## config.mk

```make
export PLATFORM = sky130hd
export DESIGN_NAME = alm_match_irq
export DESIGN_NICKNAME = d
export VERILOG_FILES = /design/src/rtl/alm_pkg.sv /design/src/rtl/alm_regs.sv /design/src/rtl/alm_field_cmp.sv /design/src/rtl/alm_status_fsm.sv /design/src/rtl/alm_match_irq.sv
export SDC_FILE = /design/constraint.sdc
export NUM_CORES = 1
export LEC_CHECK = 0
export ABC_AREA = 1
export BUFFER_PORTS_ARGS = -buffer_cell sky130_fd_sc_hd__buf_2
export CAP_MARGIN = 10
export CORE_MARGIN = 4
export CORE_UTILIZATION = 49
export CTS_BUF_LIST = sky130_fd_sc_hd__clkbuf_8 sky130_fd_sc_hd__clkbuf_16
export DETAILED_ROUTE_END_ITERATION = 8
export PLACE_DENSITY = 0.77
export RECOVER_POWER = 50
export SYNTH_ARGS = -nofsm -noshare
export SYNTH_HDL_FRONTEND = slang
export SYNTH_SLANG_ARGS = --single-unit
```

## constraint.sdc

```tcl
create_clock -name clk -period 0.9 [get_ports clk]
set_input_delay 0.09 -clock clk [delete_from_list [all_inputs] [get_ports clk]]
set_output_delay 0.09 -clock clk [all_outputs]
set_load 0.03 [all_outputs]
```

## src/rtl/alm_pkg.sv

```systemverilog
package alm_pkg;
    localparam int          IDX_W        = 4;
    localparam logic [3:0]  IDX_IE       = 4'd6;
    localparam logic [3:0]  IDX_WAKE     = 4'd7;
    localparam logic [3:0]  IDX_STS      = 4'd8;
    localparam int          STS_ALM_BIT  = 6;
    localparam int          STS_PWR_BIT  = 7;
    localparam int          IE_ALM_BIT   = 3;
    localparam int          IE_TMR_BIT   = 2;
    localparam int          WAKE_ALM_BIT = 1;

    typedef enum logic [0:0] {
        ST_IDLE = 1'b0,
        ST_PEND = 1'b1
    } alm_state_e;
endpackage

```

## src/rtl/alm_regs.sv

```systemverilog
module alm_regs
    import alm_pkg::*;
#(
    parameter int FIELDS = 6,
    parameter int FW     = 8
) (
    input  logic                   clk,
    input  logic                   rst_n,
    input  logic                   wr_en,
    input  logic [IDX_W-1:0]       wr_idx,
    input  logic [FW-1:0]          wr_data,
    output logic [FIELDS*FW-1:0]   alarm_vec,
    output logic                   ie_alm,
    output logic                   ie_tmr,
    output logic                   wake_alm
);
    // one alarm byte per field, indexed by field number
    for (genvar f = 0; f < FIELDS; f++) begin : g_field
        logic [FW-1:0] byte_q;
        always_ff @(posedge clk or negedge rst_n) begin
            if (!rst_n) begin
                byte_q <= '0;
            end else if (wr_en && wr_idx == IDX_W'(f)) begin
                byte_q <= wr_data;
            end
        end
        assign alarm_vec[f*FW +: FW] = byte_q;
    end

    always_ff @(posedge clk or negedge rst_n) begin
        if (!rst_n) begin
            ie_alm   <= 1'b0;
            ie_tmr   <= 1'b0;
            wake_alm <= 1'b0;
        end else if (wr_en) begin
            if (wr_idx == IDX_IE) begin
                ie_alm <= wr_data[IE_ALM_BIT];
                ie_tmr <= wr_data[IE_TMR_BIT];
            end
            if (wr_idx == IDX_WAKE) begin
                wake_alm <= wr_data[WAKE_ALM_BIT];
            end
        end
    end
endmodule

```

## src/rtl/alm_field_cmp.sv

```systemverilog
module alm_field_cmp #(
    parameter int FIELDS = 6,
    parameter int FW     = 8
) (
    input  logic [FIELDS*FW-1:0] tm_now,
    input  logic [FIELDS*FW-1:0] alarm_vec,
    output logic                 all_eq
);
    logic [FIELDS-1:0] fld_eq;

    // every field must match: there is no wildcard encoding
    for (genvar f = 0; f < FIELDS; f++) begin : g_cmp
        assign fld_eq[f] = (tm_now[f*FW +: FW] == alarm_vec[f*FW +: FW]);
    end

    assign all_eq = &fld_eq;
endmodule

```

## src/rtl/alm_status_fsm.sv

```systemverilog
module alm_status_fsm
    import alm_pkg::*;
(
    input  logic clk,
    input  logic rst_n,
    input  logic hit,
    input  logic clr_alm,
    input  logic clr_pwr,
    output logic alm_sts,
    output logic pwr_sts
);
    alm_state_e st_q, st_d;
    logic       pwr_q;

    // state register
    always_ff @(posedge clk or negedge rst_n) begin
        if (!rst_n) begin
            st_q <= ST_IDLE;
        end else begin
            st_q <= st_d;
        end
    end

    // transitions: MATCH sets, ACK clears; a new match beats a clear
    always_comb begin
        st_d = st_q;
        unique case (st_q)
            ST_IDLE: if (hit)               st_d = ST_PEND;
            ST_PEND: if (clr_alm && !hit)   st_d = ST_IDLE;
        endcase
    end

    // outputs
    always_comb begin
        alm_sts = (st_q == ST_PEND);
        pwr_sts = pwr_q;
    end

    // power-up flag: set only by reset
    always_ff @(posedge clk or negedge rst_n) begin
        if (!rst_n) begin
            pwr_q <= 1'b1;
        end else if (clr_pwr) begin
            pwr_q <= 1'b0;
        end
    end
endmodule

```

## src/rtl/alm_match_irq.sv

```systemverilog
module alm_match_irq
    import alm_pkg::*;
#(
    parameter int FIELDS = 6,
    parameter int FW     = 8
) (
    input  logic                  clk,
    input  logic                  rst_n,
    input  logic                  sec_tick,
    input  logic [FIELDS*FW-1:0]  tm_now,
    input  logic                  wr_en,
    input  logic [IDX_W-1:0]      wr_idx,
    input  logic [FW-1:0]         wr_data,
    output logic                  alm_sts,
    output logic                  pwr_sts,
    output logic                  irq_alarm,
    output logic                  irq_timer,
    output logic                  wake_out
);
    logic [FIELDS*FW-1:0] alarm_vec;
    logic ie_alm, ie_tmr, wake_alm;
    logic all_eq, hit, sts_wr, clr_alm, clr_pwr;
    logic tmr_q;

    alm_regs #(.FIELDS(FIELDS), .FW(FW)) regs_i (
        .clk       (clk),
        .rst_n     (rst_n),
        .wr_en     (wr_en),
        .wr_idx    (wr_idx),
        .wr_data   (wr_data),
        .alarm_vec (alarm_vec),
        .ie_alm    (ie_alm),
        .ie_tmr    (ie_tmr),
        .wake_alm  (wake_alm)
    );

    alm_field_cmp #(.FIELDS(FIELDS), .FW(FW)) cmp_i (
        .tm_now    (tm_now),
        .alarm_vec (alarm_vec),
        .all_eq    (all_eq)
    );

    assign hit     = sec_tick && all_eq;
    assign sts_wr  = wr_en && (wr_idx == IDX_STS);
    assign clr_alm = sts_wr && wr_data[STS_ALM_BIT];
    assign clr_pwr = sts_wr && wr_data[STS_PWR_BIT];

    alm_status_fsm fsm_i (
        .clk     (clk),
        .rst_n   (rst_n),
        .hit     (hit),
        .clr_alm (clr_alm),
        .clr_pwr (clr_pwr),
        .alm_sts (alm_sts),
        .pwr_sts (pwr_sts)
    );

    // timer interrupt: one cycle per seconds event
    always_ff @(posedge clk or negedge rst_n) begin
        if (!rst_n) begin
            tmr_q <= 1'b0;
        end else begin
            tmr_q <= sec_tick && ie_tmr;
        end
    end

    assign irq_timer = tmr_q;
    assign irq_alarm = alm_sts && ie_alm;
    assign wake_out  = alm_sts && wake_alm;
endmodule

```

# Yosys cells after proc, flatten, opt, wreduce, memory -nomap -nowiden
# Cells that the tools add are included.
[totals]
register_bits = 54
inputBits = 64
output_inout_bits = 5
[classes]
eq_ne = 14
muxes = 3
bitwise_logic = 1
reduce_logical = 19
[op_table]
columns = ["cell", "count"]
rows = [
  ["== test 8 bit", 6],
  ["== test 4 x 3 -> 1 bit, second input constant", 4],
  ["logical AND 1 bit", 14],
  ["== test 4 x 2 -> 1 bit, second input constant", 2],
  ["AND reduction 6 bit", 1],
  ["== test 4 x 1 -> 1 bit, second input constant", 1],
  ["== test 4 bit, second input constant", 1],
  ["zero test 4 bit", 1],
  ["AND reduction 2 bit", 2],
  ["2-to-1 mux 1 bit", 2],
  ["case mux 1 bit (2 select lines)", 1],
  ["zero test 1 bit", 1],
  ["inverter 1 bit", 1],
]

# Depth between registers and ports, before layout
[depth]
depth_word = 7
ltp_mapped = 10
ltp_nobuf = 10

# Cells and area by module
# A second synthesis with hierarchy kept.
[unflattened]
hier_cells = 397
hier_area_um2 = 3007.9
[by_module_without_submodules]
columns = ["mod", "instances", "cells_per_inst", "area_each_um2", "seq_area_each_um2"]
rows = [
  ["alm_regs", 1, 248, 2172.1, 1276.2],
  ["alm_field_cmp", 1, 123, 669.4, 0.0],
  ["alm_match_irq", 1, 18, 90.1, 25.0],
  ["alm_status_fsm", 1, 8, 76.3, 51.3],
]

# Least setup slack after synthesis
# Ideal clock, no wire load.
[synth_path]
kind = "reg-to-reg"
start = "register regs_i.g_field[4].byte_q[2]"
end = "register fsm_i.st_q (netlist: fsm_i.alm_sts)"
setup_time_ps = 67
arrival_ps = 922
t_required_ps = 833
slack_ps = -88
path_stages_with_launch = 10
period_less_slack_ps = 988
cell_sequence = "dfrtp_1 -> nor2_1 -> nor2_1 -> nor2_1 -> nand2_1 -> nor2_1 -> nand2_1 -> nor2_1 -> nand2_1 -> nand2_1"
[synth_between]
elab_chain_len = 7
[synth_lines]
columns = ["element", "line_no", "rtl"]
rows = [
  ["from (decl)", "alm_regs.sv:19", "logic [FW-1:0] byte_q;"],
  ["from (signal assigned)", "alm_regs.sv:24", "byte_q <= wr_data;"],
  ["== test 8 bit *", "alm_field_cmp.sv:13", "assign fld_eq[f] = (tm_now[f*FW +: FW] == alarm_vec[f*FW +: FW]);"],
  ["AND reduction 6 bit *", "alm_field_cmp.sv:16", "assign all_eq = &fld_eq;"],
  ["logical AND 1 bit *", "alm_match_irq.sv:43", "assign hit = sec_tick && all_eq;"],
  ["zero test 1 bit", "alm_status_fsm.sv:29", "ST_PEND: if (clr_alm && !hit) st_d = ST_IDLE;"],
  ["logical AND 1 bit", "alm_status_fsm.sv:29", ""],
  ["2-to-1 mux 1 bit", "alm_status_fsm.sv:29", ""],
  ["case mux 1 bit (2 select lines) *", "alm_status_fsm.sv:27", "unique case (st_q)"],
  ["net fsm_i.st_d", "alm_status_fsm.sv:12", "alm_state_e st_q, st_d;"],
  ["to (signal assigned)", "alm_status_fsm.sv:20", "st_q <= st_d;"],
  ["to (decl)", "alm_status_fsm.sv:12", ""],
]
# Mark *: on every way through the listed nets, which the timed path passes. The rest lies on a longest branch.
# A chain may end at the register's enable or synchronous reset.

# Worst setup path in the final report
[layout_path]
start = "register regs_i.g_field[3].byte_q[2]"
end = "register fsm_i.st_q (netlist: fsm_i.alm_sts)"
[layout_between]
elab_chain_len = 7
[layout_lines]
columns = ["element", "line_no"]
rows = [
  ["from (decl)", "alm_regs.sv:19"],
  ["from (signal assigned)", "alm_regs.sv:24"],
  ["== test 8 bit *", "alm_field_cmp.sv:13"],
  ["AND reduction 6 bit *", "alm_field_cmp.sv:16"],
  ["logical AND 1 bit *", "alm_match_irq.sv:43"],
  ["zero test 1 bit", "alm_status_fsm.sv:29"],
  ["logical AND 1 bit", "alm_status_fsm.sv:29"],
  ["2-to-1 mux 1 bit", "alm_status_fsm.sv:29"],
  ["case mux 1 bit (2 select lines) *", "alm_status_fsm.sv:27"],
  ["net fsm_i.st_d", "alm_status_fsm.sv:12"],
]
# Marks and branches as above.

==> summary.txt <==
Status
  – Failing checks: negative setup slack
  – Run status: finished, violations left

Critical path
  – CP max-delay cell: sky130_fd_sc_hd__dfrtp_1
  – Cell family with the largest share of critical-path delay: simple AND/OR/NAND/NOR gates
  – Data required time at the worst endpoint: ~1.2 ns
  – Data arrival time at the worst-slack endpoint: 1.44 ns
  – Critical Path Sink Type: flop
  – Maximum net fanout on the critical path: 3
  – Cells along the critical path: inv_1 > nand2_1 > nand2_1 > nor2_2 > nand2_1 > nor2_1 > nand2_1 > nor2_1 > nand2_1 > nand2_1
  – Crit path top cell by count: sky130_fd_sc_hd__nand2_1
  – Critical path start-end classification: reg -> reg
  – Sort of element at the start of the critical path: flop
  – Number of buffer and inverter stages on the critical path: 1
  – Largest stage delay, worst path: slightly below 0.4 ns

STA
  – Final hold slack: between 0.007 and 0.008 ns
  – RSZ-0062 raised after global routing: true
  – Tightest Pin Transition: ~0.42 ns
  – Number of hold violations in the final report: 0
  – Maximum clock skew at final layout: 0.00898 ns
  – Crit path time final: ~1.2 ns
  – Setup TNS after final layout: -1.07 ns
  – F_max: 849 MHz
  – Setup violators final: 6
  – Number of slew-limit violations in the final report: 0
  – Min setup slack post-route: -0.278 ns
  – Period utilisation layout: 131%
  – Worst slew margin relative to its limit: between 70 and 80%

Floorplan
  – Count of boundary I/O pins: 69
  – Starting utilization of the core area: about half
  – Horizontal die dimension: ~86 microns
  – Height of the die: 86.0 microns
  – Placeable core region: about 6000 sq um
  – Number of cell rows: 28
  – Die outline area: 7390 sq um

Final layout
  – Syn-to-layout area delta: 28.6%
  – Number of filler cells placed in the layout: 526
  – Number of standard cells in the final layout excluding fillers: 610
  – Post-layout net count: around 600
  – Fraction of layout cells with a size suffix above 1: between 20% and 30%
  – Most common cell after layout, fill and taps aside: sky130_fd_sc_hd__nand2_1
  – Ant. Diodes: 0
  – Commonest non-fill, non-tap cells in the layout: 168 x sky130_fd_sc_hd__nand2_1, 78 x sky130_fd_sc_hd__inv_1, 61 x sky130_fd_sc_hd__buf_2

Logic synthesis
  – Mean post-synth cell area: approximately 6.9 sq um
  – Post-synth top area cell: sky130_fd_sc_hd__dfrtp_1
  – Syn Inst Count: 430
  – Post-synthesis cell area: about 3000 sq um
  – Number of warnings issued by yosys: 0
  – Number of library cell types mapped by synthesis: 23
  – Fraction of post-synthesis cell area in the top cell type by area: between 40% and 50%
  – Sequential-to-total area share from yosys stat: around 45%
  – Top cells by area in the synthesized netlist: sky130_fd_sc_hd__dfrtp_1 45%, sky130_fd_sc_hd__nand2_1 21%, sky130_fd_sc_hd__inv_1 10%, sky130_fd_sc_hd__o21ai_0 8.7%, sky130_fd_sc_hd__nor2_1 4.3%
  – Flop and latch count out of synthesis: 54
  – Number of nets produced by synthesis: between 400 and 500

Routing
  – Antenna Nets Post-Route: 0
  – First-pass iteration count of the detailed router: 4
  – Avg Vias per Cell: ~4.7
  – Total number of vias: between 2000 and 3000
  – Count of unresolved DRC violations after routing: 0
  – Detail-routed net length per standard cell: between 10 and 15 microns
  – Initial DRC Count: roughly 180
  – Total routed wirelength: 7.71 mm

Clocking
  – CTS Buf Count: 5
  – Maximum number of buffers from clock root to sink: 2
  – Number of levels in the clock H-tree: 2
  – Clock edge transition at the registers on the reported setup and hold paths: approximately 0.1 ns
  – Clock tree from TritonCTS: done
  – CTS root buf: sky130_fd_sc_hd__clkbuf_8
  – Worst-skew pair later-pin latency: about 0.32 ns
  – CTS sink count: 54

Placement
  – Number of buffer cells added on primary ports: a little under 70
  – Global placer's final weighted congestion: 0.881
  – # placed instances: between 500 and 600
  – DP HPWL: 5.76 mm

Global route
  – Overall track demand over capacity in global routing: approximately 22%
  – Global-route wire length before repair: between 10 and 15 mm
  – Overflow after GRT: 0
  – Number of antenna violations at the first check in global routing: 0
  – Maximum number of pins on one net before global-route repair: between 50 and 60
  – Vias in the first global route: 2816

Power
  – Total Power: roughly 6.6 mW
  – Peak supply drop: 920 uV
  – Static leakage: around 2.2 nW
  – Pwr dens: 1710 nW/um^2

Min path
  – Hold Path Class: in -> reg

Job
  – Reported max-cap violation count: 0
## metrics by stage
step	setup WS, ns	util (%)	cell area, sq um
4_1_cts	-0.238	64.1	3800
3_5_place_dp	-0.252	60.4	3580
3_3_place_gp	-0.229	60.4	3580
2_1_floorplan	-0.0682	-	2980
6_report	-0.278	64.7	3830
5_1_grt	-0.430	64.7	3830
## cell usage after synthesis
master                    instances
sky130_fd_sc_hd__nor2_2           1
sky130_fd_sc_hd__nand3_1          2
sky130_fd_sc_hd__nand2_1        168
sky130_fd_sc_hd__nand4_1          4
sky130_fd_sc_hd__buf_6            3
sky130_fd_sc_hd__dfstp_2          1
sky130_fd_sc_hd__nor3_2           1
sky130_fd_sc_hd__dfrtp_1         53
sky130_fd_sc_hd__buf_2            3
sky130_fd_sc_hd__nor3_4           1
sky130_fd_sc_hd__o21ai_0         52
sky130_fd_sc_hd__nor2_1          34
sky130_fd_sc_hd__a21oi_1          4
sky130_fd_sc_hd__inv_1           82
sky130_fd_sc_hd__inv_2            2
sky130_fd_sc_hd__xor2_1           1
sky130_fd_sc_hd__nand2_4          1
sky130_fd_sc_hd__xnor2_1          8
sky130_fd_sc_hd__o21ai_1          2
sky130_fd_sc_hd__o21ai_2          2
sky130_fd_sc_hd__nand2_2          2
sky130_fd_sc_hd__nor2_4           2
sky130_fd_sc_hd__nor3_1           1
## area by class of cell
| class | instances | area (sq um) | share of cell area, % |
|---|---|---|---|
| Tap cell | 75 | 93.8 | 2.45 |
| Clock buffer | 6 | 82.6 | 2.15 |
| Clock inverter | 2 | 17.5 | 0.457 |
| Sequential cell | 54 | 1350 | 35.3 |
| Inverter | 84 | 319 | 8.33 |
| Multi-Input combinational cell | 286 | 1290 | 33.7 |
| Timing Repair Buffer | 103 | 677 | 17.7 |
## what timing repair did
item	CTS	global route
hold endpoints to repair	60	0
resized for setup	11	20
setup endpoints to repair	6	17
buffers inserted	1	1
hold buffers	8	0
pin swaps	6	9
## report_power, final
group / internal, mW / total [mW] / switching, mW
combinational: 0.887 / 1.83 / 0.944
clock: 0.635 / 1.48 / 0.842
sequential: 2.92 / 3.26 / 0.344
## tightest hold or removal path, stage by stage
cell	delay, ns
sky130_fd_sc_hd__buf_2	0.09
sky130_fd_sc_hd__nand2_1	0.04
sky130_fd_sc_hd__o21ai_0	0.06
## per-layer routing
| layer | routed length (microns) | track usage, % | vias to the layer above |
|---|---|---|---|
| li1 | - | - | 1488 |
| met1 | 3430 | 27.9 | 1324 |
| met2 | 3650 | 36.6 | 69 |
| met3 | 468 | 3.55 | 13 |
| met4 | 165 | 8.49 | 0 |
| met5 | 0 | 0 | - |
## flip-flops by register name (all words and copies together), names as in the netlist
| register | flops |
|---|---|
| regs_i.g_field.byte_q | 48 |
| fsm_i.alm_sts | 1 |
| regs_i.ie_alm | 1 |
| irq_timer | 1 |
| regs_i.wake_alm | 1 |
| fsm_i.pwr_sts | 1 |
| regs_i.ie_tmr | 1 |
## cell families after synthesis
group	after synthesis	share of synthesized area, %
AO/OA/AOI/OAI	60	10.3
buffers and inverters	90	12.2
AND/OR/NAND/NOR	217	29.4
XOR/XNOR	9	2.64
flip-flops	54	45.4
## final timing paths
path	startpoint	to	slack [ns]	depth (start not counted)
max in group asynchronous	rst_n	fsm_i.pwr_sts	0.01	3
setup / recovery	regs_i.g_field[3].byte_q[2]	fsm_i.alm_sts	-0.28	10
min in group asynchronous	rst_n	regs_i.g_field[5].byte_q[0]	0.13	2
setup reg to reg	regs_i.g_field[3].byte_q[2]	fsm_i.alm_sts	-0.28	10
hold reg to reg	regs_i.ie_tmr	irq_timer	0.48	2
hold / removal	wr_data[1]	regs_i.g_field[5].byte_q[1]	0.008	3
No activity file was read; power rests on OpenSTA's default activity.
